[src/rtl/mbox_pkg.sv]
package mbox_pkg;
    typedef enum logic [0:0] {
        W_IDLE = 1'b0,
        W_RUN  = 1'b1
    } wk_state_t;
endpackage

[src/rtl/mbox_slot.sv]
module mbox_slot #(
    parameter int ADDR_W = 15
) (
    input  logic              clk,
    input  logic              rst_n,
    input  logic              req_valid,
    input  logic [ADDR_W-1:0] req_addr,
    input  logic              accept,
    output logic              pending,
    output logic [ADDR_W-1:0] slot_addr,
    output logic              grant
);
    localparam int SLOT_W = ADDR_W + 1;

    logic [SLOT_W-1:0] slot_q;
    logic              busy_eff;

    assign pending   = slot_q[SLOT_W-1];
    assign slot_addr = slot_q[ADDR_W-1:0];

    // accept takes effect before the test-and-set of a same-cycle request
    assign busy_eff = pending & ~accept;
    assign grant    = req_valid & ~busy_eff;

    always_ff @(posedge clk) begin
        if (!rst_n) begin
            slot_q <= '0;
        end else if (grant) begin
            slot_q <= {1'b1, req_addr};
        end else if (accept) begin
            slot_q <= '0;
        end
    end
endmodule

[src/rtl/mbox_worker.sv]
module mbox_worker
    import mbox_pkg::*;
#(
    parameter int ADDR_W = 15
) (
    input  logic              clk,
    input  logic              rst_n,
    input  logic              pending,
    input  logic [ADDR_W-1:0] slot_addr,
    input  logic              done,
    output logic              accept,
    output logic              start,
    output logic [ADDR_W-1:0] start_addr,
    output logic              busy
);
    wk_state_t state_q, state_d;

    always_comb begin
        state_d = state_q;
        unique case (state_q)
            W_IDLE: if (pending) state_d = W_RUN;
            W_RUN:  if (done)    state_d = W_IDLE;
            default:             state_d = W_IDLE;
        endcase
    end

    always_ff @(posedge clk) begin
        if (!rst_n) state_q <= W_IDLE;
        else        state_q <= state_d;
    end

    assign accept = (state_q == W_IDLE) && pending;
    assign busy   = (state_q == W_RUN);

    always_ff @(posedge clk) begin
        if (!rst_n) begin
            start      <= 1'b0;
            start_addr <= '0;
        end else begin
            start <= accept;
            if (accept) start_addr <= slot_addr;
        end
    end
endmodule

[src/rtl/mbox_resp.sv]
module mbox_resp #(
    parameter int ADDR_W = 15
) (
    input  logic              clk,
    input  logic              rst_n,
    input  logic              req_valid,
    input  logic              grant,
    input  logic [ADDR_W-1:0] req_addr,
    output logic              ack,
    output logic [ADDR_W:0]   status,
    output logic              wake
);
    always_ff @(posedge clk) begin
        if (!rst_n) begin
            ack    <= 1'b0;
            status <= '0;
            wake   <= 1'b0;
        end else begin
            ack    <= req_valid;
            wake   <= grant;
            status <= grant ? {1'b1, req_addr} : '0;
        end
    end
endmodule

[src/rtl/task_mailbox.sv]
module task_mailbox #(
    parameter int ADDR_W = 15
) (
    input  logic              clk,
    input  logic              rst_n,
    input  logic              req_valid,
    input  logic [ADDR_W-1:0] req_addr,
    output logic              req_ack,
    output logic [ADDR_W:0]   req_status,
    output logic              wk_wake,
    output logic              wk_start,
    output logic [ADDR_W-1:0] wk_start_addr,
    output logic              wk_busy,
    input  logic              wk_done
);
    logic              pending;
    logic [ADDR_W-1:0] slot_addr;
    logic              grant;
    logic              accept;

    mbox_slot #(.ADDR_W(ADDR_W)) u_slot (
        .clk       (clk),
        .rst_n     (rst_n),
        .req_valid (req_valid),
        .req_addr  (req_addr),
        .accept    (accept),
        .pending   (pending),
        .slot_addr (slot_addr),
        .grant     (grant)
    );

    mbox_worker #(.ADDR_W(ADDR_W)) u_worker (
        .clk        (clk),
        .rst_n      (rst_n),
        .pending    (pending),
        .slot_addr  (slot_addr),
        .done       (wk_done),
        .accept     (accept),
        .start      (wk_start),
        .start_addr (wk_start_addr),
        .busy       (wk_busy)
    );

    mbox_resp #(.ADDR_W(ADDR_W)) u_resp (
        .clk       (clk),
        .rst_n     (rst_n),
        .req_valid (req_valid),
        .grant     (grant),
        .req_addr  (req_addr),
        .ack       (req_ack),
        .status    (req_status),
        .wake      (wk_wake)
    );
endmodule

[config.mk]
export PLATFORM = sky130hd
export DESIGN_NAME = task_mailbox
export DESIGN_NICKNAME = d
export VERILOG_FILES = /design/src/rtl/mbox_pkg.sv /design/src/rtl/mbox_slot.sv /design/src/rtl/mbox_worker.sv /design/src/rtl/mbox_resp.sv /design/src/rtl/task_mailbox.sv
export SDC_FILE = /design/constraint.sdc
export NUM_CORES = 1
export LEC_CHECK = 0
export BUFFER_PORTS_ARGS = -buffer_cell sky130_fd_sc_hd__buf_4
export CORE_MARGIN = 2
export CORE_UTILIZATION = 35
export CTS_CLUSTER_SIZE = 14
export DETAILED_ROUTE_END_ITERATION = 8
export PLACE_DENSITY = 0.56
export SYNTH_ARGS = -nofsm -noshare
export SYNTH_HDL_FRONTEND = slang
export SYNTH_SLANG_ARGS = --single-unit
[constraint.sdc]
create_clock -name clk -period 2.1 [get_ports clk]
set_input_delay 0.105 -clock clk [delete_from_list [all_inputs] [get_ports clk]]
set_output_delay 0.105 -clock clk [all_outputs]
set_load 0.01 [all_outputs]
Yosys cells after proc, flatten, opt, wreduce, memory -nomap -nowiden
Index checks and enable logic that the tools add are counted.
Widths: inputs -> output; s select.
{"block": "totals", "ff_bits": 51, "wordCells": 22}
{"block": "op_classes", "mux": 6, "n_bitwise": 5, "reduce_logical": 3}
{"op": "$mux 16", "n": 3}
{"op": "$not 1->1", "n": 3}
{"op": "$and 1x1->1", "n": 2}
{"op": "$mux 1", "n": 2}
{"op": "$pmux 1 s2", "n": 1}
{"op": "$reduce_and 2->1", "n": 1}
{"op": "$reduce_bool 2->1", "n": 1}
{"op": "$logic_and 1x1->1", "n": 1}

Logic depth before layout (Yosys ltp)
Gate-level depths: netlist of run 1.
{"block": "depth", "ltp_word": 7, "mapped_depth": 6}

Hierarchy
From an unflattened synthesis of run 1, not the netlist that was laid out.
{"block": "unflattened", "cells_unflattened": 180, "area_unflattened_um2": 1774.2}
{"mod": "mbox_worker", "instances": 1, "cells_per_inst": 71, "area_per_inst_um2": 679.4, "seq_area_each_um2": 340.3}
{"mod": "mbox_slot", "instances": 1, "cells_per_inst": 72, "area_per_inst_um2": 610.6, "seq_area_each_um2": 320.3}
{"mod": "mbox_resp", "instances": 1, "cells_per_inst": 37, "area_per_inst_um2": 484.2, "seq_area_each_um2": 340.3}

Worst setup path before layout of run 1
OpenSTA, ideal clock, no wires.
{"block": "synth_path", "path_kind": "register to register", "start": "register u_slot.slot_q[15]", "end": "register u_slot.slot_q[0]", "setup_ps": 115, "arrival_ps": 1161, "required_ps": 1985, "path_slack_ps": 824, "stages_incl_launch_ff": 7, "n_path_buf": 3, "cell_sequence": "dfxtp_1 > buf_6 > and2_4 > buf_6 > buf_6 > a22o_1 > o21a_1"}
{"block": "synth_between", "elab_chain_len": 6, "elab_cells_between_ends": 7, "classes_between": "1 x mux; 4 x bitwise; 2 x reduce/logical"}
{"element": "from (decl)", "line_no": "mbox_slot.sv:15", "source": "logic [SLOT_W-1:0] slot_q;"}
{"element": "from (signal assigned)", "line_no": "mbox_slot.sv:29", "source": "slot_q <= {1'b1, req_addr};"}
{"element": "$logic_and 1x1->1", "line_no": "mbox_worker.sv:32", "source": "assign accept = (state_q == W_IDLE) && pending;"}
{"element": "$not 1->1", "line_no": "mbox_slot.sv:22", "source": "assign busy_eff = pending & ~accept;"}
{"element": "$and 1x1->1", "line_no": "mbox_slot.sv:22"}
{"element": "$not 1->1", "line_no": "mbox_slot.sv:23", "source": "assign grant = req_valid & ~busy_eff;"}
{"element": "$and 1x1->1", "line_no": "mbox_slot.sv:23"}
{"element": "$mux 16 / $reduce_bool 2->1 (equally long branches)"}
Parallel ways exist; a longest one is shown, timed or not.
A chain may end at the register's enable or synchronous reset.

Worst setup path in the final report of run 1
{"block": "layout_path", "start": "register u_worker.state_q, in the netlist u_worker.busy", "end": "register u_worker.start_addr[6]"}
{"block": "layout_between", "elab_chain_len": 2}
{"element": "from (decl)", "line_no": "mbox_worker.sv:16", "source": "wk_state_t state_q, state_d;"}
{"element": "from (signal assigned)", "line_no": "mbox_worker.sv:29", "source": "else state_q <= state_d;"}
{"element": "$not 1->1", "line_no": "mbox_worker.sv:32"}
{"element": "$logic_and 1x1->1", "line_no": "mbox_worker.sv:32"}
{"element": "to (signal assigned)", "line_no": "mbox_worker.sv:41", "source": "if (accept) start_addr <= slot_addr;"}
{"element": "to (decl)", "line_no": "mbox_worker.sv:13", "source": "output logic [ADDR_W-1:0] start_addr,"}
Every way passes these cells.

==> impl_metrics.toml, run 1 <==
[final_layout]
layout-drive-gt1-share = 0.260
area_delta_synth_final_pct = 25.0
stdcell_area_um2 = 2420
final_nets = 261
final_util = 0.446
final_common_cell = "buf_4"
final_cell_mix = "buf_4 (55), dfxtp_1 (50), nand2_1 (31)"
nFillCells = 562
diodes = 0

[grt]
use_met2 = 0.228
grt_pass1_vias = 1364
gr-max-usage-layer = "met2"
grt_max_degree = 35
antenna_found_initial = 0
grt_pass1_wl_mm = 6.80
grt_usage = 0.141
grt.met3_usage = 0.0391
use_met1 = 0.179
grt-ovfl-total = 0

[synth]
synthesis.nets = 214
synth-seq-cells = 50
synthCells = 195
netlist_area_um2 = 1940
ys_seq_area_frac = 0.516
yosys_warnings = 0
synth_cell_types = 20
avgSynthCellArea_um2 = 9.94

[clock_network]
postCtsHoldBufs = 0
cts_root_buf = "clkbuf_8"
cts_setup_buffers = 0
cts_tree = "built"
cts_buffers = 5
clkSinkCount = 50
clk_latency_ns = 0.30
clkTransAtPathRegs_ns = 0.08
post_cts_resized = 0
htreeDepth = 2
ctsLongestPathBuffers = 2

[floorplanning]
die-area_um2 = 6150
boundaryPins = 54
fp.dieH_um = 78.4
chipWidth_um = 78.4
initial_core_util = 0.356
core_area_um2 = 5440
row_count = 27

[route]
post_drt_wl_per_cell_um = 13.2
antenna_left = 0
first_pass_iters = 4
wl_mm = 4.14
via_per_inst = 4.55
drc_errors = 0
drt_iter0_markers = 91
vias = 1430

[setup_path]
path_buf_inv = 0
path_cells = "nand2b_1 > nand2_1 > a21boi_0"
slowest_stage = "nand2b_1"
crit_arrival_ns = 1.61
crit_family = "simple AND/OR/NAND/NOR gates"
slowest_delay_ns = 0.58
critPathMaxFanout = 15
cp_data_required_time_ns = 2.32
r2r_start = "u_worker.busy$_SDFF_PN0_"
start_kind = "flip-flop"
worstReg2RegEnd = "u_worker.start_addr[6]$_SDFFE_PN0P_"
critical_path_class = "flip-flop to flip-flop"
regToRegSetupSlack_ns = 0.71
worstSetupStartpoint = "u_worker.busy$_SDFF_PN0_"
cp-end-kind = "flip-flop"
r2r_cells = 3

[power]
leakage_nw = 1.08
power_density_nw_per_um2 = 740
total_power_mw = 1.79
vdd_drop_max_v = 0.000271

[run_status]
outcome = "finished, final reports clean"

[hold_path]
min_path_cells = 2
worstHoldStart = "req_addr[10]"
hold_path_class = "input pin to flip-flop"
holdPathEnd = "u_resp.status[10]$_SDFF_PN0_"

[timing]
slew_headroom = 0.543
worstMarginPinSlew_ns = 0.686
tns_ns = 0
timing.fmax_ghz = 0.721
skew_ns = 0.00364
period_needed_ns = 1.39
rsz0062_at_grt = "no"
hold_slack_ns = 0.0284
slew_viol_final = 0
hold_violations = 0
fin_crit_sh = 0.661
setup_viol = 0

[place]
gp_congestion = 0.666
io_buffers = 53
dp_hpwl_mm = 2.67
placed_area_um2 = 2350

[run]
cap_viol_max_count = 0
-- power by group --
| group | switching [mW] | total (mW) | internal (mW) |
|---|---|---|---|
| clock network | 0.293 | 0.523 | 0.230 |
| logic | 0.117 | 0.242 | 0.125 |
| registers | 0.0299 | 1.03 | 0.999 |
| total | 0.439 | 1.79 | 1.35 |
-- synth_stat cells (all sizes together) --
cell | count | area [µm²]
and2b | 1 | 10.0
nor2b | 2 | 15.0
o21a | 16 | 120
nor2 | 15 | 56.3
nand2 | 31 | 116
o211a | 1 | 10.0
mux2i | 15 | 150
a21boi | 15 | 113
dfxtp | 50 | 1000
buf | 10 | 73.8
a22o | 15 | 131
clkbuf | 5 | 20.0
nand2b | 1 | 6.26
and2 | 18 | 115
-- routing by layer --
| layer | wire length (µm) | share of wire | vias to the layer above |
|---|---|---|---|
| met3 | 199 | 0.048 | 6 |
| met5 | 0 | 0 | - |
| li1 | - | - | 744 |
| met2 | 1870 | 0.45 | 31 |
| met1 | 2000 | 0.48 | 649 |
| met4 | 65 | 0.016 | 0 |
-- worst register-to-register path: cells and delay by family (launching register included) --
family | cells | cell delay (ns)
simple gates | 2 | 0.69
flops | 1 | 0.42
compound gates | 1 | 0.20
-- worst max-delay path by stage --
| stage | to | cells after the start |
|---|---|---|
| finish | u_worker.start_addr[6]$_SDFFE_PN0P_ | 3 |
| global route | u_worker.start_addr[6]$_SDFFE_PN0P_ | 3 |
| CTS | u_resp.status[8]$_SDFF_PN0_ | 3 |
| detailed placement | u_resp.status[9]$_SDFF_PN0_ | 4 |
| global placement | u_resp.status[3]$_SDFF_PN0_ | 4 |
| floorplan | u_slot.slot_q[0]$_SDFFE_PN0P_ | 6 |
-- registers in the layout, summed over array words and instances (netlist names) --
name,count
u_slot.slot_q,16
u_resp.status,15
u_worker.start_addr,15
u_resp.ack,1
u_resp.wake,1
u_worker.busy,1
u_worker.start,1
-- layout make-up --
class / count / area, µm² / area share
clock buffers: 7 / 76.3 / 0.0315
multi-input cells: 130 / 843 / 0.348
flip-flops and latches: 50 / 1000 / 0.413
well taps: 72 / 90.1 / 0.0372
repair buffers: 55 / 413 / 0.170
-- cells by family after synthesis --
family,Yosys count,share of synthesized area
mux,15,0.0775
flops,50,0.516
simple gates,68,0.165
buf+inv,15,0.0484
compound gates,47,0.193
-- metrics by stage --
step                      instances  setup WS, ns
final                           314         0.713
after global routing            314         0.498
after CTS                       314         0.660
after detailed placement        307         0.651
after global placement          307         0.711
after floorplan                 195         0.824
(Power assumes the default switching activity.)
==> run 2, diff against run 1 <==
- clock period: 2.1 -> 1.3 ns (I/O delays scaled with it)
==> impl_metrics.toml, run 2 (synthesis gave the netlist of run 1 again) <==
[place]
io_buffers = 53
gp_congestion = 0.649
dp_hpwl_mm = 2.91

[timing]
period_needed_ns = 1.20
fin_crit_sh = 0.926
rsz0062_at_grt = "no"
worstMarginPinSlew_ns = 0.324
hold_violations = 0
slew_headroom = 0.784
tns_ns = 0
slew_viol_final = 0
setup_viol = 0
timing.fmax_ghz = 0.831
hold_slack_ns = 0.00428
skew_ns = 0.00408

[power]
leakage_nw = 1.22
vdd_drop_max_v = 0.000460
total_power_mw = 2.98
power_density_nw_per_um2 = 1100

[clock_network]
cts_root_buf = "clkbuf_8"
post_cts_resized = 0
clk_latency_ns = 0.30
ctsLongestPathBuffers = 2
cts_tree = "built"
clkSinkCount = 50
clkTransAtPathRegs_ns = 0.08
cts_buffers = 5
htreeDepth = 2

[setup_path]
path_buf_inv = 1
r2r_cells = 4
cp-end-kind = "flip-flop"
critPathMaxFanout = 8
crit_arrival_ns = 1.40
crit_family = "compound AO/OA/AOI/OAI gates"
path_cells = "and2_4 > buf_12 > a22o_1 > o21a_1"
cp_data_required_time_ns = 1.50
critical_path_class = "flip-flop to flip-flop"
r2r_start = "u_slot.slot_q[15]$_SDFFE_PN0P_"
slowest_delay_ns = 0.36
regToRegSetupSlack_ns = 0.1
slowest_stage = "dfxtp_1"
start_kind = "flip-flop"
worstReg2RegEnd = "u_slot.slot_q[11]$_SDFFE_PN0P_"

[run]
cap_viol_max_count = 0

[grt]
grt_pass1_wl_mm = 7.14
grt_max_degree = 34
grt-ovfl-total = 0
grt_pass1_vias = 1439
antenna_found_initial = 0
grt_usage = 0.150

[final_layout]
area_delta_synth_final_pct = 39.4
final_util = 0.497
final_nets = 290
layout-drive-gt1-share = 0.288
largest_register = "u_slot.slot_q"
final_cell_mix = "buf_4 (68), dfxtp_1 (50), nand2_1 (31)"
diodes = 0
largest_reg_flops = 16
reg_top3 = "u_slot.slot_q (16), u_resp.status (15), u_worker.start_addr (15)"
final_common_cell = "buf_4"

[hold_path]
holdPathEnd = "u_resp.status[2]$_SDFF_PN0_"
hold_path_class = "input pin to flip-flop"
worstHoldStart = "req_addr[2]"
min_path_cells = 2

[route]
antenna_left = 0
drt_iter0_markers = 96
wl_mm = 4.35
via_per_inst = 4.59
drc_errors = 0
vias = 1575
post_drt_wl_per_cell_um = 12.7
first_pass_iters = 4

[floorplanning]
initial_core_util = 0.356
chipWidth_um = 78.4
boundaryPins = 54
row_count = 27
die-area_um2 = 6150
core_area_um2 = 5440
fp.dieH_um = 78.4

[run_status]
outcome = "finished, final reports clean"
==> run 2: layer usage <==
layer	up-vias	routed length (µm)	GRT usage
li1	804	-	-
met1	726	2130	0.200
met2	36	1930	0.226
met3	9	199	0.0379
met4	0	95	0.0702
met5	-	0	0
==> run 2: area by class of cell <==
cell class,instances,area [µm²]
clock buffer,7,76.3
fill,507,2740
multi-input combinational,130,843
sequential,50,1000
tap,72,90.1
timing repair buffer,84,691
==> run 2: worst register-to-register path: stages (launching register included) <==
cell and delay [ns]:
dfxtp_1 0.36, and2_4 0.21, buf_12 0.14, a22o_1 0.22
o21a_1 0.18
==> run 2: timing repair <==
item	in CTS	in global routing
hold buffers	14	0
endpoints found under the hold margin	14	0
setup buffers	0	4
setup endpoints to repair	0	13
==> run 2: stage by stage <==
step,area (µm²),setup slack (ns),std cells
finish,2700,0.0963,343
global route,2700,0.0138,343
CTS,2650,0.0652,339
detailed placement,2430,0.0775,318
global placement,2430,0.120,318
floorplan,1940,0.0242,195
==> run 2: worst max path at each step <==
stage,from,to,slack (ns),cells after the start
2_1_floorplan,u_slot.slot_q[15]$_SDFFE_PN0P_,u_slot.slot_q[0]$_SDFFE_PN0P_,0.02,6
3_3_place_gp,u_slot.slot_q[15]$_SDFFE_PN0P_,u_resp.status[4]$_SDFF_PN0_,0.12,4
3_5_place_dp,u_slot.slot_q[15]$_SDFFE_PN0P_,u_resp.status[2]$_SDFF_PN0_,0.08,4
4_1_cts,u_slot.slot_q[15]$_SDFFE_PN0P_,u_resp.status[2]$_SDFF_PN0_,0.07,4
5_1_grt,u_slot.slot_q[15]$_SDFFE_PN0P_,u_worker.start_addr[11]$_SDFFE_PN0P_,0.01,4
6_report,u_slot.slot_q[15]$_SDFFE_PN0P_,u_slot.slot_q[11]$_SDFFE_PN0P_,0.1,4
==> run 2: where the power goes <==
part,internal (mW),total [mW],switching [mW]
Clock,0.372,0.848,0.477
Sequential,1.61,1.66,0.0496
Combinational,0.263,0.467,0.204
Total,2.25,2.98,0.730
